`config.mk`:
```
export PLATFORM = sky130hd
export DESIGN_NAME = gate_sub_stage
export DESIGN_NICKNAME = d
export VERILOG_FILES = /design/src/rtl/gsub_pkg.sv /design/src/rtl/gsub_ctrl.sv /design/src/rtl/gsub_gate_mux.sv /design/src/rtl/gsub_slice.sv /design/src/rtl/gate_sub_stage.sv
export SDC_FILE = /design/constraint.sdc
export NUM_CORES = 1
export LEC_CHECK = 0
export BUFFER_PORTS_ARGS = -buffer_cell sky130_fd_sc_hd__buf_2
export CAP_MARGIN = 20
export CORE_MARGIN = 1
export CORE_UTILIZATION = 32
export CTS_CLUSTER_SIZE = 20
export DETAILED_ROUTE_END_ITERATION = 8
export GPL_TIMING_DRIVEN = 0
export PLACE_DENSITY = 0.76
export SLEW_MARGIN = 10
export SYNTH_ARGS = -nofsm -noshare
export SYNTH_HDL_FRONTEND = slang
export SYNTH_SLANG_ARGS = --single-unit
```
`constraint.sdc`:
```
create_clock -name clk -period 1.6 [get_ports clk]
set_input_delay 0.32 -clock clk [delete_from_list [all_inputs] [get_ports clk]]
set_output_delay 0.32 -clock clk [all_outputs]
set_load 0.03 [all_outputs]
```
`src/rtl/gsub_pkg.sv`:
```
package gsub_pkg;
  localparam int CTL_W  = 32;
  localparam int GATE_W = 2;
  localparam int STRB_W = CTL_W / 8;

  typedef enum logic [GATE_W-1:0] {
    GM_KEEP  = 2'b00,
    GM_USER  = 2'b01,
    GM_AND_A = 2'b10,
    GM_AND_B = 2'b11
  } gate_mode_e;

  localparam logic [1:0] RESP_OKAY = 2'b00;
endpackage

```
`src/rtl/gsub_ctrl.sv`:
```
module gsub_ctrl
  import gsub_pkg::*;
#(
  parameter int ADDR_W = 4
) (
  input  logic                clk,
  input  logic                rst_n,
  input  logic [ADDR_W-1:0]   awaddr,
  input  logic                awvalid,
  output logic                awready,
  input  logic [CTL_W-1:0]    wdata,
  input  logic [STRB_W-1:0]   wstrb,
  input  logic                wvalid,
  output logic                wready,
  output logic [1:0]          bresp,
  output logic                bvalid,
  input  logic                bready,
  input  logic [ADDR_W-1:0]   araddr,
  input  logic                arvalid,
  output logic                arready,
  output logic [CTL_W-1:0]    rdata,
  output logic [1:0]          rresp,
  output logic                rvalid,
  input  logic                rready,
  output gate_mode_e          mode
);
  localparam int WORD_LSB = $clog2(STRB_W);

  logic       wr_go;
  logic       rd_go;
  logic       wr_hit;
  logic       rd_hit;
  gate_mode_e mode_q;
  logic       bvalid_q;
  logic       rvalid_q;
  logic [CTL_W-1:0] rdata_q;

  // write address and data are taken together, one response outstanding
  assign wr_go   = awvalid && wvalid && !bvalid_q;
  assign awready = wr_go;
  assign wready  = wr_go;
  assign rd_go   = arvalid && !rvalid_q;
  assign arready = !rvalid_q;

  assign wr_hit = (awaddr[ADDR_W-1:WORD_LSB] == '0);
  assign rd_hit = (araddr[ADDR_W-1:WORD_LSB] == '0);

  always_ff @(posedge clk or negedge rst_n) begin
    if (!rst_n) begin
      mode_q   <= GM_KEEP;
      bvalid_q <= 1'b0;
    end else begin
      if (wr_go && wr_hit && wstrb[0])
        mode_q <= gate_mode_e'(wdata[GATE_W-1:0]);
      if (wr_go)
        bvalid_q <= 1'b1;
      else if (bready)
        bvalid_q <= 1'b0;
    end
  end

  always_ff @(posedge clk or negedge rst_n) begin
    if (!rst_n) begin
      rvalid_q <= 1'b0;
      rdata_q  <= '0;
    end else begin
      if (rd_go) begin
        rvalid_q <= 1'b1;
        rdata_q  <= rd_hit ? {{(CTL_W-GATE_W){1'b0}}, mode_q} : '0;
      end else if (rready) begin
        rvalid_q <= 1'b0;
      end
    end
  end

  assign bvalid = bvalid_q;
  assign bresp  = RESP_OKAY;
  assign rvalid = rvalid_q;
  assign rdata  = rdata_q;
  assign rresp  = RESP_OKAY;
  assign mode   = mode_q;
endmodule

```
`src/rtl/gsub_gate_mux.sv`:
```
module gsub_gate_mux
  import gsub_pkg::*;
(
  input  gate_mode_e        mode,
  input  logic [GATE_W-1:0] beat_gate,
  input  logic [GATE_W-1:0] ext_gate,
  output logic [GATE_W-1:0] new_gate
);
  for (genvar b = 0; b < GATE_W; b++) begin : g_bit
    always_comb begin
      unique case (mode)
        GM_KEEP:  new_gate[b] = beat_gate[b];
        GM_USER:  new_gate[b] = ext_gate[b];
        default:  new_gate[b] = beat_gate[b] & ext_gate[b];
      endcase
    end
  end
endmodule

```
`src/rtl/gsub_slice.sv`:
```
module gsub_slice #(
  parameter int PAY_W = 8
) (
  input  logic             clk,
  input  logic             rst_n,
  input  logic [PAY_W-1:0] s_pay,
  input  logic             s_valid,
  output logic             s_ready,
  output logic [PAY_W-1:0] m_pay,
  output logic             m_valid,
  input  logic             m_ready
);
  logic             full_q;
  logic [PAY_W-1:0] pay_q;
  logic             take;

  assign s_ready = !full_q || m_ready;
  assign take    = s_valid && s_ready;

  always_ff @(posedge clk or negedge rst_n) begin
    if (!rst_n) begin
      full_q <= 1'b0;
    end else if (take) begin
      full_q <= 1'b1;
    end else if (m_ready) begin
      full_q <= 1'b0;
    end
  end

  always_ff @(posedge clk) begin
    if (take) pay_q <= s_pay;
  end

  assign m_valid = full_q;
  assign m_pay   = pay_q;
endmodule

```
`src/rtl/gate_sub_stage.sv`:
```
module gate_sub_stage
  import gsub_pkg::*;
#(
  parameter int DATA_W = 32,
  parameter int USER_W = 4,
  parameter int ADDR_W = 4
) (
  input  logic              clk,
  input  logic              rst_n,
  input  logic [ADDR_W-1:0] ctl_awaddr,
  input  logic              ctl_awvalid,
  output logic              ctl_awready,
  input  logic [31:0]       ctl_wdata,
  input  logic [3:0]        ctl_wstrb,
  input  logic              ctl_wvalid,
  output logic              ctl_wready,
  output logic [1:0]        ctl_bresp,
  output logic              ctl_bvalid,
  input  logic              ctl_bready,
  input  logic [ADDR_W-1:0] ctl_araddr,
  input  logic              ctl_arvalid,
  output logic              ctl_arready,
  output logic [31:0]       ctl_rdata,
  output logic [1:0]        ctl_rresp,
  output logic              ctl_rvalid,
  input  logic              ctl_rready,
  input  logic [1:0]        usr_gate,
  input  logic [DATA_W-1:0] in_tdata,
  input  logic              in_tlast,
  input  logic [USER_W-1:0] in_tuser,
  input  logic              in_tvalid,
  output logic              in_tready,
  output logic [DATA_W-1:0] out_tdata,
  output logic              out_tlast,
  output logic [USER_W-1:0] out_tuser,
  output logic              out_tvalid,
  input  logic              out_tready
);
  localparam int PAY_W = USER_W + 1 + DATA_W;

  gate_mode_e        sel_q;
  logic [GATE_W-1:0] gate_new;
  logic [PAY_W-1:0]  pay_in;
  logic [PAY_W-1:0]  pay_out;

  gsub_ctrl #(.ADDR_W(ADDR_W)) u_ctrl (
    .clk     (clk),
    .rst_n   (rst_n),
    .awaddr  (ctl_awaddr),
    .awvalid (ctl_awvalid),
    .awready (ctl_awready),
    .wdata   (ctl_wdata),
    .wstrb   (ctl_wstrb),
    .wvalid  (ctl_wvalid),
    .wready  (ctl_wready),
    .bresp   (ctl_bresp),
    .bvalid  (ctl_bvalid),
    .bready  (ctl_bready),
    .araddr  (ctl_araddr),
    .arvalid (ctl_arvalid),
    .arready (ctl_arready),
    .rdata   (ctl_rdata),
    .rresp   (ctl_rresp),
    .rvalid  (ctl_rvalid),
    .rready  (ctl_rready),
    .mode    (sel_q)
  );

  gsub_gate_mux u_mux (
    .mode      (sel_q),
    .beat_gate (in_tdata[GATE_W-1:0]),
    .ext_gate  (usr_gate),
    .new_gate  (gate_new)
  );

  assign pay_in = {in_tuser, in_tlast, in_tdata[DATA_W-1:GATE_W], gate_new};

  gsub_slice #(.PAY_W(PAY_W)) u_slice (
    .clk     (clk),
    .rst_n   (rst_n),
    .s_pay   (pay_in),
    .s_valid (in_tvalid),
    .s_ready (in_tready),
    .m_pay   (pay_out),
    .m_valid (out_tvalid),
    .m_ready (out_tready)
  );

  assign out_tdata = pay_out[DATA_W-1:0];
  assign out_tlast = pay_out[DATA_W];
  assign out_tuser = pay_out[PAY_W-1 -: USER_W];
endmodule

```
==> flow_metrics.env, run 1 <==
export IMPL_yosysTopAreaCellShare=0.652
export IMPL_synth_xor_area_frac=0
export IMPL_n_antenna_cell=0
export IMPL_yosysSeqAreaShare=0.755
export IMPL_cts_sinks=44
export IMPL_synthSimpleGateAreaFrac=0.0463
export IMPL_synthAdderAreaFrac=0
export IMPL_syn_cell_area_sq_mm=0.00170
export IMPL_ys_ff_latch=44
export IMPL_path_class="reg -> out"
export IMPL_drive_gt1_frac=0.591
export IMPL_layout_worst_path_cycle_share=0.967
export IMPL_hold_ws_ps=202
export IMPL_dieWidth_um=75.0
export IMPL_routed_via_count=1162
export IMPL_path_buf_inv=2
export IMPL_slew_viol_final=0
export IMPL_setup_violations=0
export IMPL_hpwl_mm=2.71
export IMPL_path_clk_slew_ps=80
export IMPL_first_global_vias=977
export IMPL_postLayoutCellArea_sq_mm=0.00253
export IMPL_place_area_sq_mm=0.00242
export IMPL_synthTopCellsByArea="edfxtp_1, buf_4, dfrtp_1"
export IMPL_dpl_cell_count=307
export IMPL_cp_required_ps=1280
export IMPL_layout_nets=338
export IMPL_start_kind="flip-flop"
export IMPL_wl_per_cell_um=10.6
export IMPL_synth_compound_area_share=0.0242
export IMPL_synth_distinct_cells=17
export IMPL_synth_top_family_by_area="buffers and inverters"
export IMPL_grt_pass1_wl_mm=4.46
export IMPL_ant_nets=0
export IMPL_dr_pass1_iters=3
export IMPL_finalCriticalPeriod_ps=1550
export IMPL_cts_tree="yes"
export IMPL_slowest_delay_ps=400
export IMPL_hold_violations=0
export IMPL_synth_ff_type="edfxtp_1"
export IMPL_endpoint_kind="output pin"
export IMPL_rsz0062_at_grt="false"
export IMPL_peakVddDrop_v=0.000406
export IMPL_dieArea_sq_mm=0.00562
export IMPL_yosysTopAreaCell="edfxtp_1"
export IMPL_crit_family="flip-flops"
export IMPL_stdcell_count=317
export IMPL_pre_cts_ws_ps=220
export IMPL_synthToLayoutAreaGrowth_pct=48.4
export IMPL_ys_warn_count=0
export IMPL_async_flop_share=0.159
export IMPL_synth_edf_count=37
export IMPL_gp_congestion=0.695
export IMPL_path_max_fanout=4
export IMPL_grtUsageTotal=0.114
export IMPL_crit_arrival_ps=1230
export IMPL_hold_class="in -> reg"
export IMPL_avgViaCountPerCell=3.67
export IMPL_antenna_found_initial=0
export IMPL_grt_max_degree=38
export IMPL_rows=26
export IMPL_totalWireLength_mm=3.37
export IMPL_yosysMostFrequentCell="edfxtp_1"
export IMPL_worstPathCellList="and3b_2, buf_4, buf_4"
export IMPL_cts_max_level=2
export IMPL_synthMuxAreaShare=0.0132
export IMPL_syn_inst=104
export IMPL_worst_slack_ps=52.2
export IMPL_status="completed"
export IMPL_grt_overflow=0
export IMPL_start_util=0.333
export IMPL_drt_iter0_drc=29
export IMPL_coreArea_sq_mm=0.00511
export IMPL_clk_latency_ps=290
export IMPL_cts_buffer_depth=2
export IMPL_die_y_um=75.0
export IMPL_ios=172
export IMPL_max_cap_violations=0
export IMPL_p_per_area_mw_per_mm2=1030
export IMPL_root_buffer="clkbuf_8"
export IMPL_synth_commonest_cells="edfxtp_1, buf_4, dfrtp_1"
export IMPL_syn_avg_cell_area_sq_um=16.4
export IMPL_numPortBuffers=100
export IMPL_fin_worst_skew_ps=6.96
export IMPL_crit_slowest_cell="dfrtp_1"
export IMPL_cts_buffers=5
export IMPL_crit_top_cell="buf_4"
export IMPL_fmax_mhz=646
export IMPL_remaining_drc_errors=0
export IMPL_p_leak_uw=0.00127
export IMPL_fin_setup_tns_ps=0
## cell usage in the layout (no fill, tap or decap), types with 3 or more instances in the layout
cell / n
nand2_1: 4
edfxtp_1: 37
dfrtp_1: 7
buf_2: 99
clkbuf_8: 6
o21ai_0: 3
conb_1: 34
nand2b_1: 3
buf_4: 37
## flip-flops by register name, indices dropped and copies added (netlist names)
name             cells
u_ctrl.bvalid        1
u_ctrl.rvalid        1
u_ctrl.rdata         2
u_slice.m_pay       37
u_ctrl.mode          2
u_slice.m_valid      1
## final cells by class
cell class	instances	area [sq um]
fill	470	2580
sequential	44	1290
timing repair buffer	102	520
multi-input combinational	56	273
buffer	35	263
tap	70	87.6
clock buffer	7	86.3
inverter	2	7.51
clock inverter	1	3.75
## stage by stage
step | total power, uW | util
6_report | 2610 | 0.495
5_1_grt | 2730 | 0.495
4_1_cts | 2630 | 0.493
3_5_place_dp | 1950 | 0.473
3_3_place_gp | 1940 | 0.473
2_1_floorplan | 1790 | -
## power breakdown
part	internal [uW]	total, uW	switching [uW]
Combinational	191	559	368
Clock	346	681	335
Sequential	1340	1370	33.1
## worst paths after layout
path / start / endpoint / slack [ps] / cells after the start
max: u_ctrl.bvalid / ctl_wready / 50 / 3
min: in_tdata[4] / u_slice.m_pay[4] / 200 / 1
max reg2reg: u_slice.m_valid / u_slice.m_pay[13] / 280 / 2
min reg2reg: u_ctrl.rdata[1] / u_ctrl.rdata[1] / 520 / 1
max in group asynchronous: rst_n / u_ctrl.rdata[1] / 1030 / 2
min in group asynchronous: rst_n / u_ctrl.rvalid / 400 / 2
## timing repair
action	in CTS	in global routing
setup endpoints to repair	0	1
buffers inserted	0	1
hold endpoints to repair	7	0
gates resized for setup	0	2
hold buffers	1	0
## routing by layer
layer | GRT usage | part of all wire | up-vias | wire length, um
met2 | 0.198 | 0.51 | 79 | 1710
met3 | 0.0602 | 0.15 | 4 | 512
li1 | - | - | 575 | -
met1 | 0.104 | 0.33 | 504 | 1100
met4 | 0.0692 | 0.014 | 0 | 48
met5 | 0 | 0 | - | 0
## logic make-up after synthesis
group / after synthesis
flops: 44
other cells: 1
mux: 2
buf+inv: 37
simple gates: 14
compound gates: 6
## worst reg2reg max path: cells and delay by family, from the launching register on
kind	cells	cell delay, ps
and+or+nand+nor	2	560
DFF	1	380
Note: power is estimated with default switching activity, not from simulation.
==> run 2, diff against run 1 <==
--- a/config.mk
+++ b/config.mk
@@ -8,11 +8,12 @@
 export BUFFER_PORTS_ARGS = -buffer_cell sky130_fd_sc_hd__buf_2
 export CAP_MARGIN = 20
 export CORE_MARGIN = 1
-export CORE_UTILIZATION = 32
+export CORE_UTILIZATION = 33
+export CTS_BUF_LIST = sky130_fd_sc_hd__clkbuf_2 sky130_fd_sc_hd__clkbuf_4 sky130_fd_sc_hd__clkbuf_8
 export CTS_CLUSTER_SIZE = 20
 export DETAILED_ROUTE_END_ITERATION = 8
 export GPL_TIMING_DRIVEN = 0
-export PLACE_DENSITY = 0.76
+export PLACE_DENSITY = 0.78
 export SLEW_MARGIN = 10
 export SYNTH_ARGS = -nofsm -noshare
 export SYNTH_HDL_FRONTEND = slang
==> run 2 against run 1 <==
Utilization up 3.1 points; worst setup slack better by 28 ps; register-to-register slack hardly changed; routed wire length decreased by 8.6%; cell count is 0.95% lower; sequential power about the same; fmax rose by 1.8%; non-clock buffer count unchanged; clock power up 24%; critical endpoint unchanged; clock skew decreased by 3.7 ps; hold slack lost 5.0 ps.
==> flow_metrics.env, run 2 (synthesized netlist as in run 1, its figures left out) <==
export IMPL_status="completed"
export IMPL_numPortBuffers=100
export IMPL_fin_worst_skew_ps=3.22
export IMPL_layout_worst_path_cycle_share=0.950
export IMPL_cp_required_ps=1280
export IMPL_first_global_vias=961
export IMPL_grt_max_degree=38
export IMPL_r2r_start="u_slice.m_valid"
export IMPL_path_clk_slew_ps=80
export IMPL_p_int_uw=2000
export IMPL_layout_common_cells="buf_2, edfxtp_1, buf_4"
export IMPL_p_leak_uw=0.00128
export IMPL_start_kind="flip-flop"
export IMPL_crit_slowest_cell="dfrtp_1"
export IMPL_dieWidth_um=73.8
export IMPL_finalCriticalPeriod_ps=1520
export IMPL_worstPathCellList="and3b_2, buf_4, clkbuf_4"
export IMPL_drt_iter0_drc=24
export IMPL_swShare=0.278
export IMPL_ios=172
export IMPL_rows=25
export IMPL_p_per_area_mw_per_mm2=1080
export IMPL_combPwrFrac=0.201
export IMPL_grt_overflow=0
export IMPL_ant_nets=0
export IMPL_max_cap_violations=0
export IMPL_grt_pass1_wl_mm=4.15
export IMPL_crit_family="flip-flops"
export IMPL_layout_nets=338
export IMPL_cts_buffers=5
export IMPL_cts_buffer_depth=2
export IMPL_multiInputGateArea_sq_um=273
export IMPL_endpoint_kind="output pin"
export IMPL_hold_class="in -> reg"
export IMPL_totalWireLength_mm=3.08
export IMPL_regArea_sq_mm=0.00129
export IMPL_path_buf_inv=2
export IMPL_hold_violations=0
export IMPL_slew_viol_final=0
export IMPL_clk_latency_ps=290
export IMPL_dieArea_sq_mm=0.00545
export IMPL_drive_gt1_frac=0.599
export IMPL_path_class="reg -> out"
export IMPL_grtUsageTotal=0.105
export IMPL_start_util=0.351
export IMPL_power_frac_clock=0.304
export IMPL_fin_setup_tns_ps=0
export IMPL_routed_via_count=1150
export IMPL_place_area_sq_mm=0.00241
export IMPL_slowest_delay_ps=390
export IMPL_root_buffer="clkbuf_8"
export IMPL_cts_tree="yes"
export IMPL_synthToLayoutAreaGrowth_pct=49.7
export IMPL_hp_start="ctl_rready"
export IMPL_wl_per_cell_um=9.81
export IMPL_hpwl_mm=2.50
export IMPL_power_net_switching_uw=768
export IMPL_seq_power_share=0.495
export IMPL_n_antenna_cell=0
export IMPL_path_max_fanout=3
export IMPL_setup_violations=0
export IMPL_peakVddDrop_v=0.000660
export IMPL_n_fill_cell=427
export IMPL_antenna_found_initial=0
export IMPL_fmax_mhz=658
export IMPL_crit_start="u_ctrl.bvalid"
export IMPL_die_y_um=73.8
export IMPL_remaining_drc_errors=0
export IMPL_dr_pass1_iters=4
export IMPL_largest_reg_flops=37
export IMPL_rsz0062_at_grt="false"
export IMPL_gp_congestion=0.647
export IMPL_crit_arrival_ps=1200
export IMPL_final_common_cell="buf_2"
export IMPL_hold_ws_ps=197
export IMPL_postLayoutCellArea_sq_mm=0.00255
export IMPL_coreArea_sq_mm=0.00485
export IMPL_cts_max_level=2
export IMPL_avgViaCountPerCell=3.66
export IMPL_cts_sinks=44
[run 2: what timing repair did]
item	CTS	global route
setup buffers	0	1
hold buffers	1	0
gates resized for setup	0	1
endpoints found under the hold margin	7	0
setup endpoints to repair	0	1
[run 2: through the flow]
stage | instances | power (uW) | utilization | setup WS [ps]
detailed placement | 304 | 1950 | 0.498 | 233
finish | 314 | 2760 | 0.526 | 79.8
CTS | 313 | 2800 | 0.524 | 17.8
global route | 314 | 2890 | 0.526 | 28.1
global placement | 304 | 1940 | 0.498 | 243
floorplan | 137 | 1790 | - | 3.45
[run 2: cell type report]
type / count / share of cell area
Inverter: 2 / 0.00295
Tap cell: 67 / 0.0329
Timing Repair Buffer: 102 / 0.204
Multi-Input combinational cell: 56 / 0.107
Clock inverter: 3 / 0.0182
Clock buffer: 5 / 0.0270
Buffer: 35 / 0.103
Sequential cell: 44 / 0.505
[run 2: path summary, 6_finish.rpt]
kind	to	slack, ps	cells past startpoint
setup / recovery	ctl_wready	80	3
hold / removal	u_ctrl.rvalid	200	2
setup reg to reg	u_slice.m_pay[15]	270	2
hold reg to reg	u_ctrl.bvalid	500	1
max in group asynchronous	u_ctrl.rdata[0]	1060	2
min in group asynchronous	u_ctrl.mode[1]	380	2
[run 2: power by group through the flow]
| stage | Combinational, uW | Sequential, uW | Clock [uW] |
|---|---|---|---|
| 6_report | 555 | 1370 | 842 |
| 5_1_grt | 593 | 1380 | 914 |
| 4_1_cts | 553 | 1370 | 876 |
| 3_5_place_dp | 551 | 1400 | 0 |
| 3_3_place_gp | 544 | 1400 | 0 |
| 2_1_floorplan | 258 | 1530 | 0 |
[run 2: routing by layer]
metal  GRT usage  up-vias  wire length (um)
met5           0        -                 0
met4      0.0449        0                25
met3      0.0480        2               333
met2       0.188       69              1650
met1       0.105      505              1070
li1            -      574                 -
[run 2: worst register-to-register path, stage by stage (launching register included)]
cell	delay, ps
dfrtp_1	390
nand2b_1	100
and2_4	450
==> run 3, diff against run 2 <==
--- a/config.mk
+++ b/config.mk
@@ -13,7 +13,7 @@
 export CTS_CLUSTER_SIZE = 20
 export DETAILED_ROUTE_END_ITERATION = 8
 export GPL_TIMING_DRIVEN = 0
-export PLACE_DENSITY = 0.78
+export PLACE_DENSITY = 0.86
 export SLEW_MARGIN = 10
 export SYNTH_ARGS = -nofsm -noshare
 export SYNTH_HDL_FRONTEND = slang
==> run 3 against run 2 <==
Global-route usage increased by 0.58 points; power decreased by 0.53%; first-iteration DRC count decreased by 58%; via count rose by 3.1%; flip-flop and latch count unchanged; critical path depth unchanged; clock skew fell by 1.1 ps; worst setup slack worse by 13 ps; die area did not move; final area is 0.15% lower; critical path type unchanged; critical endpoint unchanged; largest cell class unchanged.
==> flow_metrics.env, run 3 (synthesized netlist as in run 1, its figures left out) <==
export IMPL_ant_nets=0
export IMPL_worst_slack_ps=66.4
export IMPL_hold_ws_ps=202
export IMPL_avgViaCountPerCell=3.78
export IMPL_start_util=0.351
export IMPL_routed_via_count=1186
export IMPL_path_max_fanout=3
export IMPL_regArea_sq_mm=0.00129
export IMPL_endpoint_kind="output pin"
export IMPL_hp_start="in_tdata[27]"
export IMPL_grt_pass1_wl_mm=4.41
export IMPL_status="completed"
export IMPL_path_class="reg -> out"
export IMPL_dieArea_sq_mm=0.00545
export IMPL_fin_worst_skew_ps=2.14
export IMPL_remaining_drc_errors=0
export IMPL_start_kind="flip-flop"
export IMPL_place_area_sq_mm=0.00241
export IMPL_hold_class="in -> reg"
export IMPL_p_per_area_mw_per_mm2=1080
export IMPL_antenna_found_initial=0
export IMPL_power_net_switching_uw=761
export IMPL_cts_tree="yes"
export IMPL_seq_power_share=0.498
export IMPL_cts_buffers=5
export IMPL_grt_max_degree=38
export IMPL_power_frac_clock=0.299
export IMPL_synthToLayoutAreaGrowth_pct=49.4
export IMPL_cts_max_level=2
export IMPL_max_cap_violations=0
export IMPL_swShare=0.277
export IMPL_gp_congestion=0.736
export IMPL_final_common_cell="buf_2"
export IMPL_dr_pass1_iters=4
export IMPL_n_antenna_cell=0
export IMPL_dieWidth_um=73.8
export IMPL_slew_viol_final=0
export IMPL_layout_nets=338
export IMPL_p_int_uw=1990
export IMPL_clk_latency_ps=290
export IMPL_crit_start="u_ctrl.bvalid"
export IMPL_r2r_start="u_slice.m_valid"
export IMPL_fin_util=0.525
export IMPL_wl_per_cell_um=10.2
export IMPL_p_leak_uw=0.00128
export IMPL_drive_gt1_frac=0.595
export IMPL_rows=25
export IMPL_numPortBuffers=100
export IMPL_fmax_mhz=652
export IMPL_layout_worst_path_cycle_share=0.959
export IMPL_first_global_vias=1037
export IMPL_hold_violations=0
export IMPL_n_fill_cell=426
export IMPL_cts_sinks=44
export IMPL_grtUsageTotal=0.111
export IMPL_totalWireLength_mm=3.21
export IMPL_grt_overflow=0
export IMPL_rsz0062_at_grt="false"
export IMPL_ios=172
export IMPL_finalCriticalPeriod_ps=1530
export IMPL_largest_reg_flops=37
export IMPL_fin_setup_tns_ps=0
export IMPL_cp_required_ps=1280
export IMPL_hpwl_mm=2.62
export IMPL_pre_cts_ws_ps=213
export IMPL_setup_violations=0
export IMPL_crit_arrival_ps=1210
export IMPL_die_y_um=73.8
export IMPL_drt_iter0_drc=10
export IMPL_path_clk_slew_ps=80
export IMPL_layout_common_cells="buf_2, edfxtp_1, buf_4"
export IMPL_peakVddDrop_v=0.000463
export IMPL_cts_buffer_depth=2
export IMPL_multiInputGateArea_sq_um=273
export IMPL_combPwrFrac=0.203
export IMPL_root_buffer="clkbuf_8"
export IMPL_coreArea_sq_mm=0.00485
export IMPL_postLayoutCellArea_sq_mm=0.00254
[run 3: cell count changes in the layout (fill, tap and decap cells not counted)]
cell and delta:
clkinvlp_4 -1, clkinv_4 +1, clkinv_1 +1, inv_6 -1
[run 3: worst paths after layout]
check                                    endpoint  slack (ps)  cells past startpoint
worst min register to register    u_ctrl.rdata[0]         510                      1
worst max-delay path                   ctl_wready          70                      3
worst max register to register  u_slice.m_pay[26]         270                      2
worst min-delay path            u_slice.m_pay[27]         200                      1
min in group asynchronous         u_slice.m_valid         390                      2
max in group asynchronous           u_ctrl.rvalid        1050                      2
[run 3: cell type report]
type                            instances  share of cell area
Tap cell                               67              0.0329
Sequential cell                        44               0.505
Buffer                                 35               0.103
Multi-Input combinational cell         56               0.107
Clock buffer                            5              0.0270
Timing Repair Buffer                  102               0.205
Inverter                                2             0.00295
Clock inverter                          3              0.0167
[run 3: timing repair]
action                                 CTS  global route
setup endpoints to repair                0             1
endpoints found under the hold margin    7             0
setup buffers                            0             1
hold buffers                             1             0
gates resized for setup                  0             1
[run 3: power by group through the flow]
stage	sequential, uW	combinational [uW]	clock (uW)
global placement	1390	544	0
global route	1380	596	895
finish	1370	557	822
CTS	1370	555	849
detailed placement	1400	553	0
floorplan	1530	258	0
[run 3: metal layers]
metal  global-route usage  up-vias  part of all wire
li1                     -      575                 -
met1                0.103      530              0.34
met2                0.208       77              0.53
met3               0.0535        4              0.11
met4               0.0385        0            0.0093
met5                    0        -                 0
[run 3: stage by stage]
| stage | instances | power, uW |
|---|---|---|
| after floorplan | 137 | 1790 |
| after global placement | 304 | 1940 |
| after detailed placement | 304 | 1950 |
| after CTS | 313 | 2780 |
| after global routing | 314 | 2870 |
| final | 314 | 2750 |
[run 3: worst max-delay path, stage by stage (launching register included)]
cell      delay, ps
dfrtp_1         400
and3b_2         260
buf_4           100
clkbuf_4        170
